[src/rtl/stx_pkg.sv]
package stx_pkg;
   typedef enum logic {FMT_SINGLE = 1'b0, FMT_PAIR = 1'b1} fmt_e;
   typedef enum logic [1:0] {
      ACT_IDLE   = 2'd0,
      ACT_SHIFT  = 2'd1,
      ACT_LOAD   = 2'd2,
      ACT_REPEAT = 2'd3
   } act_e;
endpackage

[src/rtl/stx_loader.sv]
module stx_loader
   import stx_pkg::*;
#(
   parameter int SAMPLE_W = 16,
   parameter bit HAS_SWAP = 1'b1,
   localparam int WORD_W  = 2 * SAMPLE_W
) (
   input  logic [WORD_W-1:0] word_in,
   input  fmt_e              fmt,
   input  logic              swap_req,
   output logic              swap_eff,
   output logic [WORD_W-1:0] word_out
);
   logic [SAMPLE_W-1:0] lo_half, hi_half;
   assign lo_half = word_in[SAMPLE_W-1:0];
   assign hi_half = word_in[WORD_W-1:SAMPLE_W];

   generate
      if (HAS_SWAP) begin : g_swap
         assign swap_eff = swap_req;
      end else begin : g_noswap
         logic unused_swap;
         assign unused_swap = swap_req;
         assign swap_eff    = 1'b0;
      end
   endgenerate

   always_comb begin
      if (fmt == FMT_PAIR)
         word_out = swap_eff ? {lo_half, hi_half} : word_in;
      else
         word_out = {lo_half, {SAMPLE_W{1'b0}}};
   end
endmodule

[src/rtl/stx_shifter.sv]
module stx_shifter
   import stx_pkg::*;
#(
   parameter int WORD_W = 32
) (
   input  logic              clk,
   input  logic              rst_n,
   input  act_e              act,
   input  logic [WORD_W-1:0] load_word,
   output logic              started,
   output logic              msb
);
   logic [WORD_W-1:0] shreg, held;

   always_ff @(posedge clk or negedge rst_n) begin
      if (!rst_n) begin
         shreg   <= '0;
         held    <= '0;
         started <= 1'b0;
      end else begin
         case (act)
            ACT_LOAD: begin
               shreg   <= load_word;
               held    <= load_word;
               started <= 1'b1;
            end
            ACT_REPEAT: shreg <= held;
            ACT_SHIFT:  shreg <= {shreg[WORD_W-2:0], 1'b0};
            default:    shreg <= shreg;
         endcase
      end
   end

   assign msb = started & shreg[WORD_W-1];
endmodule

[src/rtl/stx_bitctr.sv]
module stx_bitctr
   import stx_pkg::*;
#(
   parameter int SAMPLE_W = 16,
   localparam int WORD_W  = 2 * SAMPLE_W,
   localparam int CNT_W   = $clog2(WORD_W)
) (
   input  logic clk,
   input  logic rst_n,
   input  act_e act,
   input  fmt_e fmt,
   input  logic swap_eff,
   input  logic started,
   output logic last,
   output logic fsync
);
   localparam logic [CNT_W-1:0] LAST_PAIR   = CNT_W'(WORD_W - 1);
   localparam logic [CNT_W-1:0] LAST_SINGLE = CNT_W'(SAMPLE_W - 1);

   logic [CNT_W-1:0] pos;
   logic             odd_slot;

   always_ff @(posedge clk or negedge rst_n) begin
      if (!rst_n) begin
         pos      <= '0;
         odd_slot <= 1'b0;
      end else begin
         case (act)
            ACT_LOAD, ACT_REPEAT: begin
               pos      <= '0;
               odd_slot <= started ? ~odd_slot : 1'b0;
            end
            ACT_SHIFT: pos <= pos + 1'b1;
            default:   pos <= pos;
         endcase
      end
   end

   assign last = (fmt == FMT_PAIR) ? (pos == LAST_PAIR) : (pos == LAST_SINGLE);

   always_comb begin
      if (!started)
         fsync = 1'b0;
      else if (fmt == FMT_PAIR)
         fsync = swap_eff ? (pos == LAST_PAIR) : (pos == LAST_SINGLE);
      else
         fsync = (pos == LAST_SINGLE) && odd_slot;
   end
endmodule

[src/rtl/stereo_tx_ser.sv]
module stereo_tx_ser
   import stx_pkg::*;
#(
   parameter int SAMPLE_W = 16,
   parameter bit HAS_SWAP = 1'b1,
   localparam int WORD_W  = 2 * SAMPLE_W
) (
   input  logic              clk,
   input  logic              rst_n,
   input  logic              bit_en,
   input  logic              mode_pair,
   input  logic              swap_en,
   input  logic [WORD_W-1:0] in_data,
   input  logic              in_valid,
   output logic              in_ready,
   input  logic              uflow_clr,
   output logic              sdata,
   output logic              fsync,
   output logic              uflow
);
   generate
      if (SAMPLE_W < 2) begin : g_bad_width
         $error("stereo_tx_ser: SAMPLE_W must be at least 2");
      end
   endgenerate

   fmt_e              fmt;
   act_e              act;
   logic              started, last, boundary, swap_eff;
   logic [WORD_W-1:0] load_word;

   assign fmt = fmt_e'(mode_pair);

   stx_loader #(.SAMPLE_W(SAMPLE_W), .HAS_SWAP(HAS_SWAP)) u_loader (
      .word_in (in_data),
      .fmt     (fmt),
      .swap_req(swap_en),
      .swap_eff(swap_eff),
      .word_out(load_word)
   );

   assign boundary = bit_en && (!started || last);
   assign in_ready = boundary;

   always_comb begin
      if (boundary)
         act = in_valid ? ACT_LOAD : (started ? ACT_REPEAT : ACT_IDLE);
      else if (bit_en && started)
         act = ACT_SHIFT;
      else
         act = ACT_IDLE;
   end

   stx_shifter #(.WORD_W(WORD_W)) u_shifter (
      .clk      (clk),
      .rst_n    (rst_n),
      .act      (act),
      .load_word(load_word),
      .started  (started),
      .msb      (sdata)
   );

   stx_bitctr #(.SAMPLE_W(SAMPLE_W)) u_bitctr (
      .clk     (clk),
      .rst_n   (rst_n),
      .act     (act),
      .fmt     (fmt),
      .swap_eff(swap_eff),
      .started (started),
      .last    (last),
      .fsync   (fsync)
   );

   always_ff @(posedge clk or negedge rst_n) begin
      if (!rst_n)
         uflow <= 1'b0;
      else if (act == ACT_REPEAT)
         uflow <= 1'b1;
      else if (uflow_clr)
         uflow <= 1'b0;
   end
endmodule

[config.mk]
export PLATFORM = sky130hd
export DESIGN_NAME = stereo_tx_ser
export DESIGN_NICKNAME = d
export VERILOG_FILES = /design/src/rtl/stx_pkg.sv /design/src/rtl/stx_loader.sv /design/src/rtl/stx_shifter.sv /design/src/rtl/stx_bitctr.sv /design/src/rtl/stereo_tx_ser.sv
export SDC_FILE = /design/constraint.sdc
export NUM_CORES = 1
export LEC_CHECK = 0
export BUFFER_PORTS_ARGS = -buffer_cell sky130_fd_sc_hd__buf_4
export CORE_UTILIZATION = 53
export CTS_CLUSTER_SIZE = 40
export DETAILED_ROUTE_END_ITERATION = 6
export GPL_ROUTABILITY_DRIVEN = 0
export PLACE_DENSITY = 0.76
export SLEW_MARGIN = 20
export SYNTH_ARGS = -nofsm -noshare
export SYNTH_HDL_FRONTEND = slang
export SYNTH_SLANG_ARGS = --single-unit
[constraint.sdc]
create_clock -name clk -period 2.2 [get_ports clk]
set_input_delay 0.22 -clock clk [delete_from_list [all_inputs] [get_ports clk]]
set_output_delay 0.22 -clock clk [all_outputs]
set_load 0.02 [all_outputs]
==> results of run 1 <==
[per-layer routing]
metal  global-route usage (%)  share of wire, %  up-vias
li1                         -                 -     1607
met1                    39.90                43     1717
met2                    44.90                48      167
met3                    4.986               7.1       28
met4                    10.39               2.5        0
met5                        0                 0        -
[state kept, by name, summed over array words and instances, names as in the netlist]
| register | count |
|---|---|
| u_shifter.started | 1 |
| u_shifter.held | 32 |
| u_bitctr.pos | 5 |
| u_bitctr.odd_slot | 1 |
| uflow | 1 |
| u_shifter.shreg | 32 |
[layout by cell type, fill, tap and decap left out, types with 3 or more instances in the layout]
| cell type | instances |
|---|---|
| a21oi_1 | 18 |
| a2bb2oi_1 | 4 |
| a2bb2oi_2 | 9 |
| a31oi_1 | 34 |
| buf_12 | 3 |
| buf_4 | 60 |
| clkbuf_8 | 11 |
| dfrtp_1 | 72 |
| inv_1 | 19 |
| mux2_2 | 17 |
| mux2i_1 | 15 |
| nand2_1 | 84 |
| nand3_1 | 3 |
| nor2_1 | 35 |
| nor3b_1 | 16 |
| o21ai_0 | 7 |
| o221ai_1 | 6 |
| o221ai_2 | 9 |
| o31ai_1 | 14 |
[kinds of logic (layout without fill, tap and decap cells)]
group                    after synthesis  after routing  share of synthesized area, %
adder cells (fa/ha/maj)                3              3                        0.9326
AND/OR/NAND/NOR                      148            148                         15.95
multiplexers                          34             34                         9.418
buffers and inverters                 54            102                         6.217
flip-flops                            72             72                         44.76
AO/OA/AOI/OAI                        115            115                         22.72
[Yosys cell counts]
library cell	n	share of area [%]
o32ai_1	1	0.22
o31ai_1	14	2.6
a22o_1	2	0.44
and2_1	2	0.31
mux2i_1	15	3.7
mux2_2	17	4.8
o221ai_2	9	3.4
nand2b_1	2	0.31
a31oi_1	34	5.3
buf_6	1	0.28
o22a_1	1	0.22
buf_4	6	1.1
nand3_1	3	0.37
inv_1	19	1.8
mux2i_4	1	0.56
o21ai_0	7	0.87
a21oi_1	18	2.2
a2bb2oi_1	4	0.87
dfrtp_1	72	45
o41ai_2	1	0.40
nor2_1	35	3.3
o221ai_1	6	1.3
a2bb2oi_2	9	3.4
a32oi_1	1	0.22
nor2_2	1	0.16
nand2_1	84	7.8
a21o_1	2	0.37
and3_1	1	0.16
clkinv_1	1	0.093
buf_2	14	1.7
clkbuf_1	13	1.2
a22oi_1	1	0.19
nand2_2	1	0.16
nor3_1	2	0.25
ha_1	3	0.93
mux2_4	1	0.37
a21oi_2	1	0.22
o22ai_1	2	0.31
o21ai_1	2	0.25
nor3b_1	16	3.0
or2_0	1	0.16
[repair_timing]
| item | 4_1_cts | 5_1_grt |
|---|---|---|
| gates cloned | 1 | 0 |
| resized for setup | 6 | 5 |
| endpoints found under the setup margin | 10 | 21 |
| endpoints found under the hold margin | 45 | 0 |
| hold buffers | 1 | 0 |
| setup buffers | 4 | 0 |
[worst paths after layout]
check | slack, ns | to | cells past startpoint | start
min in group asynchronous | 0.43 | u_shifter.held[1] | 2 | rst_n
max in group asynchronous | 1.20 | u_shifter.held[28] | 3 | rst_n
setup reg to reg | 0.07 | u_shifter.shreg[2] | 8 | u_bitctr.pos[1]
hold / removal | 0.08 | uflow | 2 | uflow_clr
hold reg to reg | 0.47 | u_shifter.held[22] | 2 | u_shifter.held[22]
setup / recovery | 0.01 | in_ready | 7 | u_bitctr.pos[1]
[power by group through the flow]
stage / clock network, mW / logic [mW] / registers, mW
3_3_place_gp: 0 / 0.564 / 1.55
3_5_place_dp: 0 / 0.581 / 1.56
2_1_floorplan: 0 / 0.403 / 1.54
6_report: 1.07 / 0.615 / 1.55
5_1_grt: 1.14 / 0.669 / 1.56
4_1_cts: 1.08 / 0.600 / 1.53
[final cells by class]
cell class	count	area share, %
clock buffer	13	3.330
clock inverter	3	0.8390
inverter	20	1.573
multi-input combinational	300	42.08
sequential	72	37.76
tap	99	2.596
timing repair buffer	66	11.82
[metrics by stage]
stage | util (%) | instances | TNS (ns) | cell area [um2] | total power, mW
2_1_floorplan | - | 426 | 0 | 4025 | 1.942
3_3_place_gp | 61.02 | 551 | 0 | 4449 | 2.118
3_5_place_dp | 61.02 | 551 | -0.07551 | 4449 | 2.140
4_1_cts | 65.05 | 573 | 0 | 4743 | 3.219
5_1_grt | 65.44 | 573 | -0.1019 | 4772 | 3.372
6_report | 65.44 | 573 | 0 | 4772 | 3.238
==> results.sh, run 1 <==
export IMPL_outcome="complete, no violations"
export IMPL_path_buf_inv=2
export IMPL_slew_viol_final=0
export IMPL_ys_seq_area_share_pct=44.76
export IMPL_grt_usage_pct=28.56
export IMPL_via_per_inst=6.141
export IMPL_ir_drop_mv=0.4194
export IMPL_grt_max_degree=47
export IMPL_drt_iter0_drc=295
export IMPL_die_area_mm2=0.007947
export IMPL_grt_ovfl_total=0
export IMPL_drive_gt1_share_pct=26.16
export IMPL_hold_class="primary input to flip-flop"
export IMPL_holdWs_ns=0.07525
export IMPL_switching_power_mw=0.9056
export IMPL_synthCells=426
export IMPL_avgSynthCellArea_um2=9.449
export IMPL_grt_pass1_vias=3328
export IMPL_drc=0
export IMPL_p_seq_share_pct=47.8
export IMPL_synth_distinct_cells=41
export IMPL_diodes=0
export IMPL_leakagePower_nw=2.116
export IMPL_htreeDepth=3
export IMPL_arrival_ns=1.97
export IMPL_fp_dieH_um=89.15
export IMPL_cp_start_kind="flip-flop"
export IMPL_path_class="flip-flop to primary output"
export IMPL_power_density_mw_per_mm2=678.5
export IMPL_ys_ff_latch=72
export IMPL_num_vias=3519
export IMPL_grt_pass1_wl_um=16920
export IMPL_critPathMaxStageDelay_ns=0.41
export IMPL_cts_tree="done"
export IMPL_ff_latch_area_mm2=0.001802
export IMPL_swShare_pct=27.97
export IMPL_worstSkewPairLatency_ns=0.35
export IMPL_hold_viol=0
export IMPL_comb_power_share_pct=19.0
export IMPL_setup_viol=0
export IMPL_min_period_over_period_pct=99.56
export IMPL_area_delta_synth_final_pct=18.56
export IMPL_max_freq_mhz=456.5
export IMPL_drv_cap=0
export IMPL_synthesis_nets=468
export IMPL_worstMarginPinSlew_ns=0.6684
export IMPL_post_place_ws_ns=-0.02125
export IMPL_start_util_pct=55.20
export IMPL_coreArea_mm2=0.007292
export IMPL_ios=43
export IMPL_clock_sink_count=72
export IMPL_critPathMaxFanout=3
export IMPL_numCtsBuffers=9
export IMPL_multi_input_area_mm2=0.002008
export IMPL_cp_required_ns=1.98
export IMPL_hpwlAfterDp_um=6845
export IMPL_crit_family="adder cells"
export IMPL_ant_nets=0
export IMPL_firstDrtPassIters=6
export IMPL_critPathCaptureType="primary output"
export IMPL_fillerInstances=599
export IMPL_cpMaxStageDelayCell="dfrtp_1"
export IMPL_crit_path_frequent_cell="ha_2"
export IMPL_p_int_mw=2.332
export IMPL_yosys_warnings=0
export IMPL_clockBufferDepth=2
export IMPL_drt_total_wl_um=10600
export IMPL_die_x_um=89.15
export IMPL_p_clk_share_pct=33.2
export IMPL_fin_nets=511
export IMPL_clock_tree_root_cell="clkbuf_8"
export IMPL_crit_chain="ha_2, and3_4, ha_2, mux2i_4, buf_12, a21oi_1, buf_4"
export IMPL_skew_ns=0.007376
export IMPL_min_period_ns=2.190
export IMPL_num_rows=31
export IMPL_layout_setup_ws_ns=0.009631
export IMPL_max_slew_margin_pct=55.14
export IMPL_routedWlPerCell_um=18.50
export IMPL_clkTransAtPathRegs_ns=0.08
export IMPL_io_buffers=42
export IMPL_antenna_found_initial=0
export IMPL_netlist_area_mm2=0.004025
(Power assumes the default switching activity.)
==> run 2: changes to the inputs <==
--- a/constraint.sdc
+++ b/constraint.sdc
@@ -3,2 +3,2 @@
 set_output_delay 0.22 -clock clk [all_outputs]
-set_load 0.02 [all_outputs]
+set_load 0.1 [all_outputs]
==> run 2 against run 1 <==
  * Total power shrank 3.2%
  * Worst hold slack gained 0.00060 ns
  * Core utilization rose by 0.38 points
  * Routed wire length increased by 0.13%
  * Register-to-register slack improved by 0.03 ns
  * Die area did not move
  * Sequential share of layout area fell by 0.22 points
  * Cell area grew 0.58%
  * Critical endpoint is now fsync
  * Largest power group unchanged
==> results.sh, run 2 (synthesis gave the netlist of run 1 again) <==
export IMPL_arrival_ns=1.90
export IMPL_max_freq_mhz=471.1
export IMPL_drive_gt1_share_pct=27.52
export IMPL_cpMaxStageDelayCell="dfrtp_1"
export IMPL_holdCritStartpoint="uflow_clr"
export IMPL_worstSkewPairLatency_ns=0.36
export IMPL_hold_depth=2
export IMPL_cp_required_ns=1.98
export IMPL_clock_sink_count=72
export IMPL_post_route_cell_area_mm2=0.004800
export IMPL_dpl_cell_area_mm2=0.004478
export IMPL_die_x_um=89.15
export IMPL_reg2reg_to="u_shifter.held[4]"
export IMPL_layout_setup_ws_ns=0.07734
export IMPL_area_delta_synth_final_pct=19.24
export IMPL_leakagePower_nw=2.107
export IMPL_instances_no_fill=575
export IMPL_clkTransAtPathRegs_ns=0.08
export IMPL_fp_dieH_um=89.15
export IMPL_drt_total_wl_um=10610
export IMPL_grt_pass1_wl_um=16860
export IMPL_crit_chain="clkinv_1, nor2_2, buf_4"
export IMPL_num_vias=3483
export IMPL_slew_viol_final=0
export IMPL_ant_nets=0
export IMPL_drc=0
export IMPL_max_slew_margin_pct=56.43
export IMPL_r2r_start="u_bitctr.pos[0]"
export IMPL_start_util_pct=55.20
export IMPL_post_place_ws_ns=0.01339
export IMPL_holdWs_ns=0.07585
export IMPL_grt_usage_pct=28.62
export IMPL_dp_cells=554
export IMPL_drv_cap=0
export IMPL_fin_nets=513
export IMPL_min_period_over_period_pct=96.48
export IMPL_via_per_inst=6.057
export IMPL_drt_iter0_drc=212
export IMPL_antenna_found_initial=0
export IMPL_worstMarginPinSlew_ns=0.6492
export IMPL_power_density_mw_per_mm2=652.7
export IMPL_critPathCaptureType="primary output"
export IMPL_cp_start_kind="flip-flop"
export IMPL_numCtsBuffers=9
export IMPL_grt_max_degree=43
export IMPL_setup_viol=0
export IMPL_skew_ns=0.009162
export IMPL_min_period_ns=2.123
export IMPL_routedWlPerCell_um=18.46
export IMPL_clock_tree_root_cell="clkbuf_8"
export IMPL_io_buffers=42
export IMPL_hpwlAfterDp_um=6945
export IMPL_r2r_cells=9
export IMPL_top_regs="u_shifter.held x32, u_shifter.shreg x32, u_bitctr.pos x5"
export IMPL_ios=43
export IMPL_final_util_pct=65.82
export IMPL_fin_setup_tns_ns=0
export IMPL_critPathMaxFanout=11
export IMPL_cts_tree="done"
export IMPL_layout_common_cells="nand2_1 (84), dfrtp_1 (72), buf_4 (60), nor2_1 (34), a31oi_1 (34)"
export IMPL_firstDrtPassIters=4
export IMPL_grt_ovfl_total=0
export IMPL_min_to="uflow"
export IMPL_die_area_mm2=0.007947
export IMPL_critPathMaxStageDelay_ns=0.68
export IMPL_num_rows=31
export IMPL_outcome="complete, no violations"
export IMPL_final_common_cell="nand2_1"
export IMPL_clockBufferDepth=2
export IMPL_hold_viol=0
export IMPL_htreeDepth=3
export IMPL_path_class="flip-flop to primary output"
export IMPL_ir_drop_mv=0.4536
export IMPL_power_total_mw=3.133
export IMPL_grt_pass1_vias=3460
export IMPL_ff2ff_setup_slack_ns=0.10
export IMPL_hold_class="primary input to flip-flop"
export IMPL_diodes=0
export IMPL_coreArea_mm2=0.007292
run 2: cell types whose count changed in the layout (fill, tap and decap cells not counted), sizes merged:
cell      change
buf           +2
clkbuf        -2
clkinv        +2
clkinvlp      +2
bufbuf        -1
bufinv        -1
run 2: layout make-up:
type / count / area, um2
timing repair buffer: 68 / 586.8
sequential: 72 / 1802
inverter: 20 / 75.07
clock buffer: 10 / 137.6
clock inverter: 6 / 35.03
tap: 99 / 123.9
fill: 610 / 2492
multi-input combinational: 300 / 2039
run 2: where the power goes:
group          switching, mW  internal [mW]  total [mW]
Combinational          0.346          0.293       0.640
Clock                  0.513          0.431       0.944
Sequential            0.0878           1.46        1.55
run 2: worst max-delay path, delay by kind of cell (launching register included):
kind | cells | cell delay (ns)
DFF | 1 | 0.68
buffers and inverters | 2 | 0.68
and+or+nand+nor | 1 | 0.17
run 2: how the worst max path moves through the flow:
stage	startpoint	to	slack (ns)	cells after the start
4_1_cts	u_bitctr.pos[0]	in_ready	0.02	7
3_3_place_gp	u_bitctr.pos[0]	u_shifter.shreg[1]	0.12	7
2_1_floorplan	u_bitctr.pos[0]	in_ready	-0.12	6
3_5_place_dp	u_bitctr.pos[0]	u_shifter.shreg[3]	0.01	7
6_report	u_shifter.started	fsync	0.08	3
5_1_grt	u_bitctr.pos[0]	fsync	-0.0008	6
run 2: per-layer routing:
| metal | global-route usage (%) | vias to the layer above | wire length (um) |
|---|---|---|---|
| met3 | 6.094 | 22 | 696 |
| met4 | 11.98 | 0 | 272 |
| met1 | 38.86 | 1706 | 4576 |
| met2 | 44.69 | 146 | 5067 |
| met5 | 0 | - | 0 |
| li1 | - | 1609 | - |
run 2: what timing repair did:
item                                    in CTS  in global routing
gates resized for setup                      8                 11
hold endpoints to repair                    41                  0
hold buffers                                 1                  0
buffers inserted                             2                  1
endpoints found under the setup margin       2                 44
cloned                                       0                  1
==> run 3: changes to the inputs <==
clock period = 1.85 ns   (was 2.2 ns; I/O delays follow)
==> run 3 against run 2 <==
  * The run now ends with setup timing left
  * First-iteration DRC count grew 73%
  * Sequential power grew 19%
  * Sequential share of layout area shrank 5.3 points
  * Worst hold slack lost 0.018 ns
  * Routed wire length grew 23%
  * Setup slack lost 0.39 ns
  * Cell area grew 17%
  * Register-to-register slack lost 0.41 ns
  * Non-clock buffer count grew 19
  * Combinational power grew 45%
  * Critical endpoint is now u_shifter.shreg[28]
  * Largest cell class unchanged
==> results.sh, run 3 (synthesis gave the netlist of run 1 again) <==
export IMPL_via_per_inst=6.309
export IMPL_grt_max_degree=49
export IMPL_drc=0
export IMPL_min_period_ns=2.162
export IMPL_diodes=0
export IMPL_min_to="uflow"
export IMPL_hold_depth=2
export IMPL_path_buf_inv=2
export IMPL_skew_ns=0.01144
export IMPL_holdCritStartpoint="uflow_clr"
export IMPL_numCtsBuffers=9
export IMPL_drt_total_wl_um=13050
export IMPL_drv_cap=0
export IMPL_final_util_pct=76.70
export IMPL_highest_layer="met4"
export IMPL_start_util_pct=55.20
export IMPL_io_buffers=42
export IMPL_num_vias=3741
export IMPL_ir_drop_mv=0.4697
export IMPL_crit_family="compound AO/OA/AOI/OAI gates"
export IMPL_arrival_ns=2.37
export IMPL_ff2ff_setup_slack_ns=-0.31
export IMPL_min_period_over_period_pct=116.9
export IMPL_layout_common_cells="dfrtp_1 (72), buf_4 (60), nand2_1 (39), a31oi_1 (34), nor2_1 (33)"
export IMPL_layout_setup_ws_ns=-0.3120
export IMPL_final_common_cell="dfrtp_1"
export IMPL_cp_num_cells=9
export IMPL_fp_dieH_um=89.15
export IMPL_cp_required_ns=2.05
export IMPL_crit_chain="ha_2, and3_4, ha_4, mux2i_4, buf_6, buf_12, nor3b_1, a31oi_1, a31oi_1"
export IMPL_instances_no_fill=593
export IMPL_grt_pass1_vias=3278
export IMPL_worstSkewPairLatency_ns=0.35
export IMPL_route_met2_wl_um=6446
export IMPL_violations="setup timing"
export IMPL_antenna_found_initial=0
export IMPL_cp_start_kind="flip-flop"
export IMPL_num_rows=31
export IMPL_grt_ovfl_total=0
export IMPL_clkTransAtPathRegs_ns=0.08
export IMPL_outcome="finished with violations"
export IMPL_drt_iter0_drc=366
export IMPL_worstMarginPinSlew_ns=1.051
export IMPL_met3WireLength_um=1103
export IMPL_die_area_mm2=0.007947
export IMPL_hpwlAfterDp_um=6988
export IMPL_clock_sink_count=72
export IMPL_wl_met1_um=4971
export IMPL_cts_tree="done"
export IMPL_drive_gt1_share_pct=44.74
export IMPL_hold_viol=0
export IMPL_setup_viol=66
export IMPL_max_freq_mhz=462.5
export IMPL_post_place_ws_ns=-0.07612
export IMPL_crit_path_frequent_cell="a31oi_1"
export IMPL_clockBufferDepth=2
export IMPL_htreeDepth=3
export IMPL_critPathMaxFanout=33
export IMPL_max_slew_margin_pct=29.87
export IMPL_hold_class="primary input to flip-flop"
export IMPL_grt_pass1_wl_um=16770
export IMPL_power_density_mw_per_mm2=742.1
export IMPL_critPathCaptureType="flip-flop"
export IMPL_area_delta_synth_final_pct=38.95
export IMPL_rsz0062_at_grt="true"
export IMPL_ios=43
export IMPL_die_x_um=89.15
export IMPL_clock_tree_root_cell="clkbuf_8"
export IMPL_dp_cells=560
export IMPL_firstDrtPassIters=5
export IMPL_power_total_mw=4.151
export IMPL_leakagePower_nw=2.460
export IMPL_r2r_start="u_bitctr.pos[0]"
export IMPL_reg2reg_to="u_shifter.shreg[28]"
export IMPL_grt_usage_pct=28.66
export IMPL_ant_nets=0
export IMPL_top_regs="u_shifter.held x32, u_shifter.shreg x32, u_bitctr.pos x5"
export IMPL_critPathMaxStageDelay_ns=0.39
export IMPL_routedWlPerCell_um=22.00
export IMPL_r2r_cells=9
export IMPL_fin_nets=532
export IMPL_slew_viol_final=0
export IMPL_path_class="flip-flop to flip-flop"
export IMPL_coreArea_mm2=0.007292
export IMPL_cpMaxStageDelayCell="dfrtp_1"
## run 3: worst max path at each step
stage	from	endpoint	slack, ns
after floorplan	u_bitctr.pos[0]	in_ready	-0.09
after global placement	u_bitctr.pos[1]	u_shifter.held[31]	0.03
after detailed placement	u_bitctr.pos[1]	u_shifter.shreg[2]	-0.08
after CTS	u_bitctr.pos[1]	in_ready	-0.12
after global routing	u_bitctr.pos[0]	u_shifter.shreg[28]	-0.33
final	u_bitctr.pos[0]	u_shifter.shreg[28]	-0.31
## run 3: layer usage
layer,up-vias,track usage (%)
li1,1649,-
met4,0,12.55
met5,-,0
met3,50,3.047
met1,1791,39.48
met2,251,46.08
## run 3: timing repair
action,in CTS,in global routing
hold buffers,1,0
pin swaps,8,49
setup endpoints to repair,50,68
buffers inserted,5,2
endpoints found under the hold margin,30,0
gates resized for setup,18,104
gates cloned,1,9
## run 3: where the power goes
group          leakage (nW)  switching (mW)  internal, mW
logic                  1.52           0.504         0.427
clock network         0.103           0.621         0.755
registers             0.842           0.105          1.74
## run 3: stage by stage
step | instance area, um2 | hold slack (ns) | setup TNS, ns
after detailed placement | 4647 | 0.1750 | -0.5863
after floorplan | 4090 | -0.1106 | -0.09039
final | 5593 | 0.05835 | -6.241
after CTS | 4976 | 0.05411 | -3.513
after global placement | 4647 | 0.1678 | 0
after global routing | 5593 | 0.06373 | -9.329
## run 3: area by class of cell
type / instances / area, um2
multi-input cells: 300 / 2456
inverters: 20 / 75.07
clock inverters: 5 / 81.33
flip-flops and latches: 72 / 1802
repair buffers: 87 / 927.1
fillers: 473 / 1699
clock buffers: 10 / 127.6
well taps: 99 / 123.9
